--- src/rtl/zsr_pkg.sv ---
package zsr_pkg;

    localparam int LANES  = 4;
    localparam int LANE_W = 9;
    localparam int WORD_W = LANES * LANE_W;
    localparam int BEAT_W = 2;

    // One array operation travelling down the read/write pipeline
    typedef struct packed {
        logic             valid;
        logic             wr;
        logic [LANES-1:0] lane_we;   // active-high lane write strobes
    } op_t;

    typedef enum logic [1:0] {
        CMD_IDLE  = 2'd0,   // advance with no burst open
        CMD_LOAD  = 2'd1,   // load with all selects active
        CMD_DESEL = 2'd2,   // load with a select inactive
        CMD_ADV   = 2'd3    // advance inside an open burst
    } cmd_t;

    // Low address bits for a given beat of a 4-word burst
    function automatic logic [BEAT_W-1:0] burst_offset(
        input logic [BEAT_W-1:0] start,
        input logic [BEAT_W-1:0] beat,
        input logic              interleave
    );
        return interleave ? (start ^ beat) : (start + beat);
    endfunction

endpackage

--- src/rtl/zsr_cmd_decode.sv ---
module zsr_cmd_decode
    import zsr_pkg::*;
#(
    parameter int ADDR_W = 6
) (
    input  logic              clk,
    input  logic              rst,
    input  logic              en,
    input  logic              sel_ok,
    input  logic              adv_ld,
    input  logic              rd_wr_n,
    input  logic [ADDR_W-1:0] addr,
    input  logic [LANES-1:0]  bwe_n,
    input  logic              burst_xor,
    output op_t               s1_op,
    output logic [ADDR_W-1:0] s1_addr
);

    localparam int HI_W = ADDR_W - BEAT_W;

    cmd_t              cmd;
    logic              active_q;
    logic              wr_q;
    logic [ADDR_W-1:0] base_q;
    logic [BEAT_W-1:0] beat_q;
    logic [BEAT_W-1:0] beat_nx;
    logic [HI_W-1:0]   base_hi;

    assign beat_nx = beat_q + BEAT_W'(1);
    assign base_hi = base_q[ADDR_W-1:BEAT_W];

    always_comb begin
        if (!adv_ld) begin
            cmd = sel_ok ? CMD_LOAD : CMD_DESEL;
        end else begin
            cmd = active_q ? CMD_ADV : CMD_IDLE;
        end
    end

    always_ff @(posedge clk) begin
        if (rst) begin
            active_q <= 1'b0;
            wr_q     <= 1'b0;
            base_q   <= '0;
            beat_q   <= '0;
            s1_op    <= '0;
            s1_addr  <= '0;
        end else if (en) begin
            unique case (cmd)
                CMD_LOAD: begin
                    active_q      <= 1'b1;
                    wr_q          <= ~rd_wr_n;
                    base_q        <= addr;
                    beat_q        <= '0;
                    s1_op.valid   <= 1'b1;
                    s1_op.wr      <= ~rd_wr_n;
                    s1_op.lane_we <= rd_wr_n ? '0 : ~bwe_n;
                    s1_addr       <= addr;
                end
                CMD_ADV: begin
                    beat_q        <= beat_nx;
                    s1_op.valid   <= 1'b1;
                    s1_op.wr      <= wr_q;
                    s1_op.lane_we <= wr_q ? ~bwe_n : '0;
                    s1_addr       <= {base_hi, burst_offset(base_q[BEAT_W-1:0], beat_nx, burst_xor)};
                end
                CMD_DESEL: begin
                    active_q <= 1'b0;
                    s1_op    <= '0;
                end
                default: begin
                    s1_op <= '0;
                end
            endcase
        end
    end

endmodule

--- src/rtl/zsr_pipe.sv ---
module zsr_pipe
    import zsr_pkg::*;
#(
    parameter int ADDR_W = 6
) (
    input  logic              clk,
    input  logic              rst,
    input  logic              en,
    input  logic              pipe_mode,
    input  op_t               s1_op,
    input  logic [ADDR_W-1:0] s1_addr,
    output op_t               act_op,
    output logic [ADDR_W-1:0] act_addr
);

    op_t               s2_op;
    logic [ADDR_W-1:0] s2_addr;

    always_ff @(posedge clk) begin
        if (rst) begin
            s2_op   <= '0;
            s2_addr <= '0;
        end else if (en) begin
            s2_op   <= s1_op;
            s2_addr <= s1_addr;
        end
    end

    // Flow-through executes from the first stage, pipelined from the second
    always_comb begin
        if (pipe_mode) begin
            act_op   = s2_op;
            act_addr = s2_addr;
        end else begin
            act_op   = s1_op;
            act_addr = s1_addr;
        end
    end

endmodule

--- src/rtl/zsr_array.sv ---
module zsr_array
    import zsr_pkg::*;
#(
    parameter int ADDR_W = 6
) (
    input  logic              clk,
    input  logic              rst,
    input  logic              en,
    input  op_t               act_op,
    input  logic [ADDR_W-1:0] act_addr,
    input  logic [WORD_W-1:0] dq_in,
    output logic [WORD_W-1:0] dout_q,
    output logic              drv_q
);

    localparam int DEPTH = 1 << ADDR_W;

    logic do_wr;
    logic do_rd;

    assign do_wr = en & act_op.valid & act_op.wr;
    assign do_rd = en & act_op.valid & ~act_op.wr;

    for (genvar g = 0; g < LANES; g++) begin : g_lane
        logic [LANE_W-1:0] cells [DEPTH];
        logic [LANE_W-1:0] lane_q;

        always_ff @(posedge clk) begin
            if (do_wr && act_op.lane_we[g]) begin
                cells[act_addr] <= dq_in[g*LANE_W +: LANE_W];
            end
        end

        always_ff @(posedge clk) begin
            if (do_rd) begin
                lane_q <= cells[act_addr];
            end
        end

        assign dout_q[g*LANE_W +: LANE_W] = lane_q;
    end

    always_ff @(posedge clk) begin
        if (rst) begin
            drv_q <= 1'b0;
        end else if (en) begin
            drv_q <= do_rd;
        end
    end

endmodule

--- src/rtl/zbt_sram.sv ---
module zbt_sram
    import zsr_pkg::*;
#(
    parameter int ADDR_W = 6
) (
    input  logic              clk,
    input  logic              rst,
    input  logic              cen_n,
    input  logic              sel0_n,
    input  logic              sel1,
    input  logic              sel2_n,
    input  logic              adv_ld,
    input  logic              rd_wr_n,
    input  logic [ADDR_W-1:0] addr,
    input  logic [LANES-1:0]  bwe_n,
    input  logic [WORD_W-1:0] dq_in,
    input  logic              oe_n,
    input  logic              burst_xor,
    input  logic              pipe_mode,
    output logic [WORD_W-1:0] dq_out,
    output logic              dq_oe
);

    logic              en;
    logic              sel_ok;
    op_t               s1_op;
    logic [ADDR_W-1:0] s1_addr;
    op_t               act_op;
    logic [ADDR_W-1:0] act_addr;
    logic [WORD_W-1:0] dout_q;
    logic              drv_q;

    assign en     = ~cen_n;
    assign sel_ok = ~sel0_n & sel1 & ~sel2_n;

    zsr_cmd_decode #(.ADDR_W(ADDR_W)) u_dec (
        .clk       (clk),
        .rst       (rst),
        .en        (en),
        .sel_ok    (sel_ok),
        .adv_ld    (adv_ld),
        .rd_wr_n   (rd_wr_n),
        .addr      (addr),
        .bwe_n     (bwe_n),
        .burst_xor (burst_xor),
        .s1_op     (s1_op),
        .s1_addr   (s1_addr)
    );

    zsr_pipe #(.ADDR_W(ADDR_W)) u_pipe (
        .clk       (clk),
        .rst       (rst),
        .en        (en),
        .pipe_mode (pipe_mode),
        .s1_op     (s1_op),
        .s1_addr   (s1_addr),
        .act_op    (act_op),
        .act_addr  (act_addr)
    );

    zsr_array #(.ADDR_W(ADDR_W)) u_arr (
        .clk      (clk),
        .rst      (rst),
        .en       (en),
        .act_op   (act_op),
        .act_addr (act_addr),
        .dq_in    (dq_in),
        .dout_q   (dout_q),
        .drv_q    (drv_q)
    );

    // Output gating does not wait for the clock
    assign dq_oe  = drv_q & ~oe_n;
    assign dq_out = dq_oe ? dout_q : '0;

endmodule

--- config.mk ---
export PLATFORM = sky130hd
export DESIGN_NAME = zbt_sram
export DESIGN_NICKNAME = d
export VERILOG_FILES = /design/src/rtl/zsr_pkg.sv /design/src/rtl/zsr_cmd_decode.sv /design/src/rtl/zsr_pipe.sv /design/src/rtl/zsr_array.sv /design/src/rtl/zbt_sram.sv
export SDC_FILE = /design/constraint.sdc
export NUM_CORES = 2
export LEC_CHECK = 0
export ABC_AREA = 1
export CAP_MARGIN = 5
export CORE_ASPECT_RATIO = 0.8
export CORE_MARGIN = 3
export CORE_UTILIZATION = 57
export CTS_CLUSTER_SIZE = 16
export DETAILED_ROUTE_END_ITERATION = 6
export PLACE_DENSITY_LB_ADDON = 0.15
export SLEW_MARGIN = 20
export SYNTH_ARGS = -nofsm -noshare
export SYNTH_HDL_FRONTEND = slang
export SYNTH_SLANG_ARGS = --single-unit
--- constraint.sdc ---
create_clock -name clk -period 3 [get_ports clk]
set_input_delay 0.6 -clock clk [delete_from_list [all_inputs] [get_ports clk]]
set_output_delay 0.6 -clock clk [all_outputs]
set_load 0.02 [all_outputs]
# ---- Word level (Yosys, flattened, before mapping)
# Memory sizes are Yosys's and may differ from the RTL's. A register that Yosys moved wholly into a read port is not among the register bits.
# Cells that the tools add are included.
dict set report word_totals {
  elab_cells 66
  mem_bits_rw 2304
  register_bits 35
  in_bits 57
  memories 4
}
# name words width rd rd_ports_with_merged_regs wr line_no
set mem_list {}
lappend mem_list {{u_arr.g_lane[0].cells} 64 9 1 1 1 zsr_array.sv:25} ;# logic [LANE_W-1:0] cells [DEPTH];
lappend mem_list {{u_arr.g_lane[1].cells} 64 9 1 1 1 zsr_array.sv:25}
lappend mem_list {{u_arr.g_lane[2].cells} 64 9 1 1 1 zsr_array.sv:25}
lappend mem_list {{u_arr.g_lane[3].cells} 64 9 1 1 1 zsr_array.sv:25}
dict set report classes {
  n_mux 21
  reduce_logical 9
  bitwise 14
  add_sub_neg 2
  eq_ne 3
}
# cell n
set op_table {}
lappend op_table {{$mux 36} 1}
lappend op_table {{$pmux 6 s2} 2}
lappend op_table {{$mux 6} 2}
lappend op_table {{$mux 1} 8}
lappend op_table {{$mux 2} 4}
lappend op_table {{$mux 4} 2}
lappend op_table {{$and 1x1->1} 6}
lappend op_table {{$not 1->1} 6}
lappend op_table {{$reduce_and 2->1} 3}
lappend op_table {{$eq 2x2->1 const B} 2}
lappend op_table {{$logic_and 1x1->1} 4}
lappend op_table {{$not 4->4} 1}
lappend op_table {{$pmux 2 s2} 1}
lappend op_table {{$reduce_bool 2->1} 2}
lappend op_table {{$add 2x1->2 const B} 1}
lappend op_table {{$add 2x2->2} 1}
lappend op_table {{$eq 2x1->1 const B} 1}
lappend op_table {{$pmux 1 s2} 1}
lappend op_table {{$xor 2x2->2} 1}

# ---- Longest topological paths before layout
dict set report logic_depth {
  ltp_word 8
  depth_mapped 14
  depth_no_buf 11
}

# ---- By module
# A second synthesis with hierarchy kept.
dict set report hier_totals {
  cells_unflattened 10098
  area_unflattened_um2 101379.7
}
# mod cells_each area_per_inst_um2 seq_area_each_um2 n_inst
set modules_own_cells {}
lappend modules_own_cells {zsr_array 9774 99270.2 70287.4 1}
lappend modules_own_cells {zsr_cmd_decode 140 1061.0 440.4 1}
lappend modules_own_cells {zsr_pipe 102 611.8 240.2 1}
lappend modules_own_cells {zbt_sram 82 436.7 0.0 1}

# ---- Worst setup path before layout
# OpenSTA, ideal clock, no wires.
dict set report synth_path {
  path_kind {input-to-reg}
  startpoint {input pipe_mode}
  endpoint {register u_arr.g_lane[0].lane_q[0] (read register of u_arr.g_lane[0].cells) (enable)}
  cell_stages 7
  setup_time_ps 431
  t_required_ps 2569
  path_slack_ps -86
  t_arrival_ps 2655
  n_path_buf 2
  path_cell_list {buf_6 -> inv_4 -> buf_8 -> nor2_1 -> nor2_1 -> inv_1 -> nor2_1}
}
dict set report synth_between {
  elab_chain_cells 3
}
# item line_no
set synth_rtl {}
lappend synth_rtl {{start: declaration} zbt_sram.sv:19} ;# input logic pipe_mode,
lappend synth_rtl {{$mux 6 (*)} zsr_pipe.sv:31} ;# if (pipe_mode) begin
lappend synth_rtl {{$and 1x1->1 / $not 1->1 (equally long branches)} zsr_array.sv:22} ;# assign do_rd = en & act_op.valid & ~act_op.wr;
lappend synth_rtl {{$and 1x1->1 (*)} zsr_array.sv:22}
lappend synth_rtl {{net u_arr.do_rd} zsr_array.sv:19} ;# logic do_rd;
lappend synth_rtl {{end: declaration} zsr_array.sv:26} ;# logic [LANE_W-1:0] lane_q;
# Mark *: on every way through the listed nets, which the timed path passes. The rest lies on a longest branch.
# A chain may end at the register's enable or synchronous reset.

# ---- Final worst setup path
dict set report layout_path {
  startpoint {input pipe_mode}
  endpoint {register u_arr.g_lane[2].lane_q[1] (read register of u_arr.g_lane[2].cells), data pin}
}
dict set report layout_between {
  elab_chain_cells 3
}
# item line_no
set layout_rtl {}
lappend layout_rtl {{$mux 6} zsr_pipe.sv:31}
lappend layout_rtl {{$and 1x1->1 / $not 1->1 (equally long branches)} zsr_array.sv:22}
lappend layout_rtl {{$and 1x1->1} zsr_array.sv:22}
lappend layout_rtl {{end: declaration} zsr_array.sv:26}
# Several ways; a longest one is shown, not always the timed one.

==> flow_metrics.tcl <==
set metrics [dict create \
    layout.area.seq_um2 71000 \
    critical_path_required_ps 3590 \
    die_x_um 482 \
    fmax_ghz 0.336 \
    grt_antenna_before_repair 21 \
    max_cap_viol_count 0 \
    grt_max_degree 65 \
    cts_made_buffers 223 \
    critPathArrivalTime_ps 3560 \
    die_area_um2 186000 \
    cp_max_fo 23 \
    instances_no_fill 13600 \
    worstSetupPathType "in -> reg" \
    setup_tns_ps 0 \
    multiInputGateArea_um2 21500 \
    rr_startpoint "u_dec.s1_addr[0]" \
    rows 139 \
    cp-end-kind "flop" \
    drt_iter0_drc 8381 \
    period_share_pct 99.1 \
    vias 71300 \
    reg2reg_slack_ps 60 \
    fin_crit_ps 2970 \
    post-route-util_pct 66.9 \
    hold_buffers 0 \
    drv_slew 0 \
    ys_seq_area_share_pct 68.8 \
    dr.pass1.iters 5 \
    drc 0 \
    cts-root-buf "clkbuf_16" \
    worstRegToRegCells 12 \
    slew_headroom_pct 30.4 \
    synth.cell_area_um2 103000 \
    dp.cells 13100 \
    drive_gt1_share_pct 11.6 \
    wirelength_um 284000 \
    track_usage_pct 30.5 \
    insertion_delay_ps 840 \
    crit_path_start_kind "input pin" \
    grt_pass1_vias 67800 \
    gp_congestion 0.913 \
    yosysUniqueCellTypes 32 \
    final.setup_skew_ps 23.7 \
    worstMarginPinSlew_ps 1040 \
    wl_per_cell_um 21.0 \
    synthToLayoutAreaGrowth_pct 16.4 \
    ys_warn_count 0 \
    io_pins 94 \
    r2r-end "u_arr.g_lane[2].lane_q[1]" \
    synth_seq_cells 2375 \
    hold_path_class "in -> reg" \
    hold_viol_final 0 \
    synth_edf_count 2340 \
    rsz0062_at_grt "false" \
    grt-ovfl-total 0 \
    port_buffers 93 \
    synthesis.nets 10300 \
    tritoncts "yes" \
    start_util_pct 57.4 \
    fillCellCount 13500 \
    cts_sinks 2375 \
    grt_pass1_wl_um 423000 \
    fp.coreArea_um2 180000 \
    pwr_density_cell_nw_per_um2 578 \
    antenna_left 0 \
    async_flop_share_pct 0 \
    yosys_most_used_dff "edfxtp_1" \
    nNetsFinal 11000 \
    htreeDepth 4 \
    die_h_um 387 \
    startpoint "pipe_mode" \
    place_hpwl_um 191000 \
    netlist_instances 10200 \
    status "complete, no violations" \
    cts.path.max_buffers 3 \
    syn_avg_cell_area_um2 10.1 \
    p_leak_nw 52.6 \
    clkTransAtPathRegs_ps 60 \
    setup_viol 0 \
    crit_end "u_arr.g_lane[2].lane_q[1]" \
    power.total_w 0.0694 \
    viasPerCell 5.26 \
    irDropWorstVdd_v 0.000514 \
]
==> layout make-up <==
cell class	count	area share [%]
Antenna cell	6	0.0125
Clock buffer	283	4.97
Clock inverter	128	0.764
Timing Repair Buffer	982	7.72
Sequential cell	2375	59.1
Tap cell	2397	2.50
Multi-Input combinational cell	5118	17.9
Inverter	2271	7.10
==> kinds of logic after synthesis <==
kind of cell	Yosys count	share of synthesized area (%)
compound gates	453	2.21
xor+xnor	2	0.0170
fa+ha+maj	4	0.0485
buf+inv	2720	10.5
flops	2375	68.8
simple gates	4659	18.5
==> through the flow <==
stage | hold slack [ps] | cell area, um^2 | worst slack [ps]
after floorplan | 425 | 103000 | 430
after global placement | 442 | 113000 | -842
after detailed placement | 451 | 113000 | -851
after CTS | 178 | 120000 | 10.6
after global routing | 196 | 120000 | 15.1
final | 227 | 120000 | 25.9
==> timing repair <==
item	CTS	global route
setup endpoints to repair	34	13
setup buffers	0	0
resized for setup	26	7
==> cells in the mapped netlist, drive strengths merged (8+ instances only) <==
master | instances | area [um^2]
edfxtp | 2340 | 70300
nand3 | 1046 | 5240
nor2 | 523 | 2070
o21ai | 427 | 2140
buf | 376 | 2000
nor3 | 8 | 130
dfxtp | 35 | 701
inv | 2269 | 8520
a21oi | 18 | 90.1
clkbuf | 73 | 274
nand2 | 3080 | 11600
==> routing by layer <==
layer	vias up	track usage (%)	routed length [um]
li1	33700	-	-
met1	34000	44.8	119000
met2	3201	46.4	127000
met3	466	5.36	28200
met4	8	10.3	9860
met5	-	0	50
==> power by group <==
group	leakage (nW)	total, W	switching (W)	internal, W
clock	3.38	0.0270	0.0121	0.0149
combinational	27.9	0.00579	0.00399	0.00181
sequential	21.3	0.0366	0.0000421	0.0365
total	52.6	0.0694	0.0161	0.0533
==> sequential cells by signal, indices dropped and copies added (netlist names) <==
| name | cells |
|---|---|
| u_arr.drv_q | 1 |
| u_dec.active_q | 1 |
| u_dec.s1_addr | 6 |
| u_pipe.s2_op | 6 |
| u_pipe.s2_addr | 6 |
| u_arr.g_lane.lane_q | 36 |
| u_dec.wr_q | 1 |
| u_dec.beat_q | 2 |
| u_dec.base_q | 6 |
| u_arr.g_lane.cells | 2304 |
| u_dec.s1_op | 6 |
==> critical path, stage by stage <==
cell and delay [ps]:
clkdlybuf4s50_1 460, buf_4 170, buf_4 130, nand2_1 100, nand2_4 190, buf_12 250, buf_4 330, buf_4 170
nand2_1 50, nand3_1 70, nand2_1 50, o21ai_1 410, nand2_1 140, nor2_2 310, nand2_1 80
==> how the worst min path moves through the flow <==
stage / end / slack [ps] / depth (start not counted) / start
2_1_floorplan: u_dec.base_q[2] / 420 / 2 / u_dec.base_q[2]
3_3_place_gp: u_dec.base_q[2] / 440 / 2 / u_dec.base_q[2]
3_5_place_dp: u_dec.base_q[2] / 450 / 2 / u_dec.base_q[2]
4_1_cts: u_arr.g_lane[3].cells[5][6] / 180 / 1 / dq_in[33]
5_1_grt: u_arr.g_lane[3].cells[38][6] / 200 / 1 / dq_in[33]
6_report: u_arr.g_lane[1].cells[10][8] / 230 / 1 / dq_in[17]
==> placed cells by master, fill, tap and decap left out, drive strengths merged <==
master,n
nor2,523
nand3,1046
inv,2273
bufinv,11
xor2,1
a21oi,18
or2,2
o211ai,3
edfxtp,2340
ha,4
dfxtp,35
clkbuf,284
a31oi,4
clkinv,108
nor3,8
clkinvlp,7
o21ai,427
xnor2,1
nand2,3080
dlygate4sd2,24
a211oi,1
clkdlybuf4s50,21
diode,6
buf,936
No activity file was read; power rests on OpenSTA's default activity.
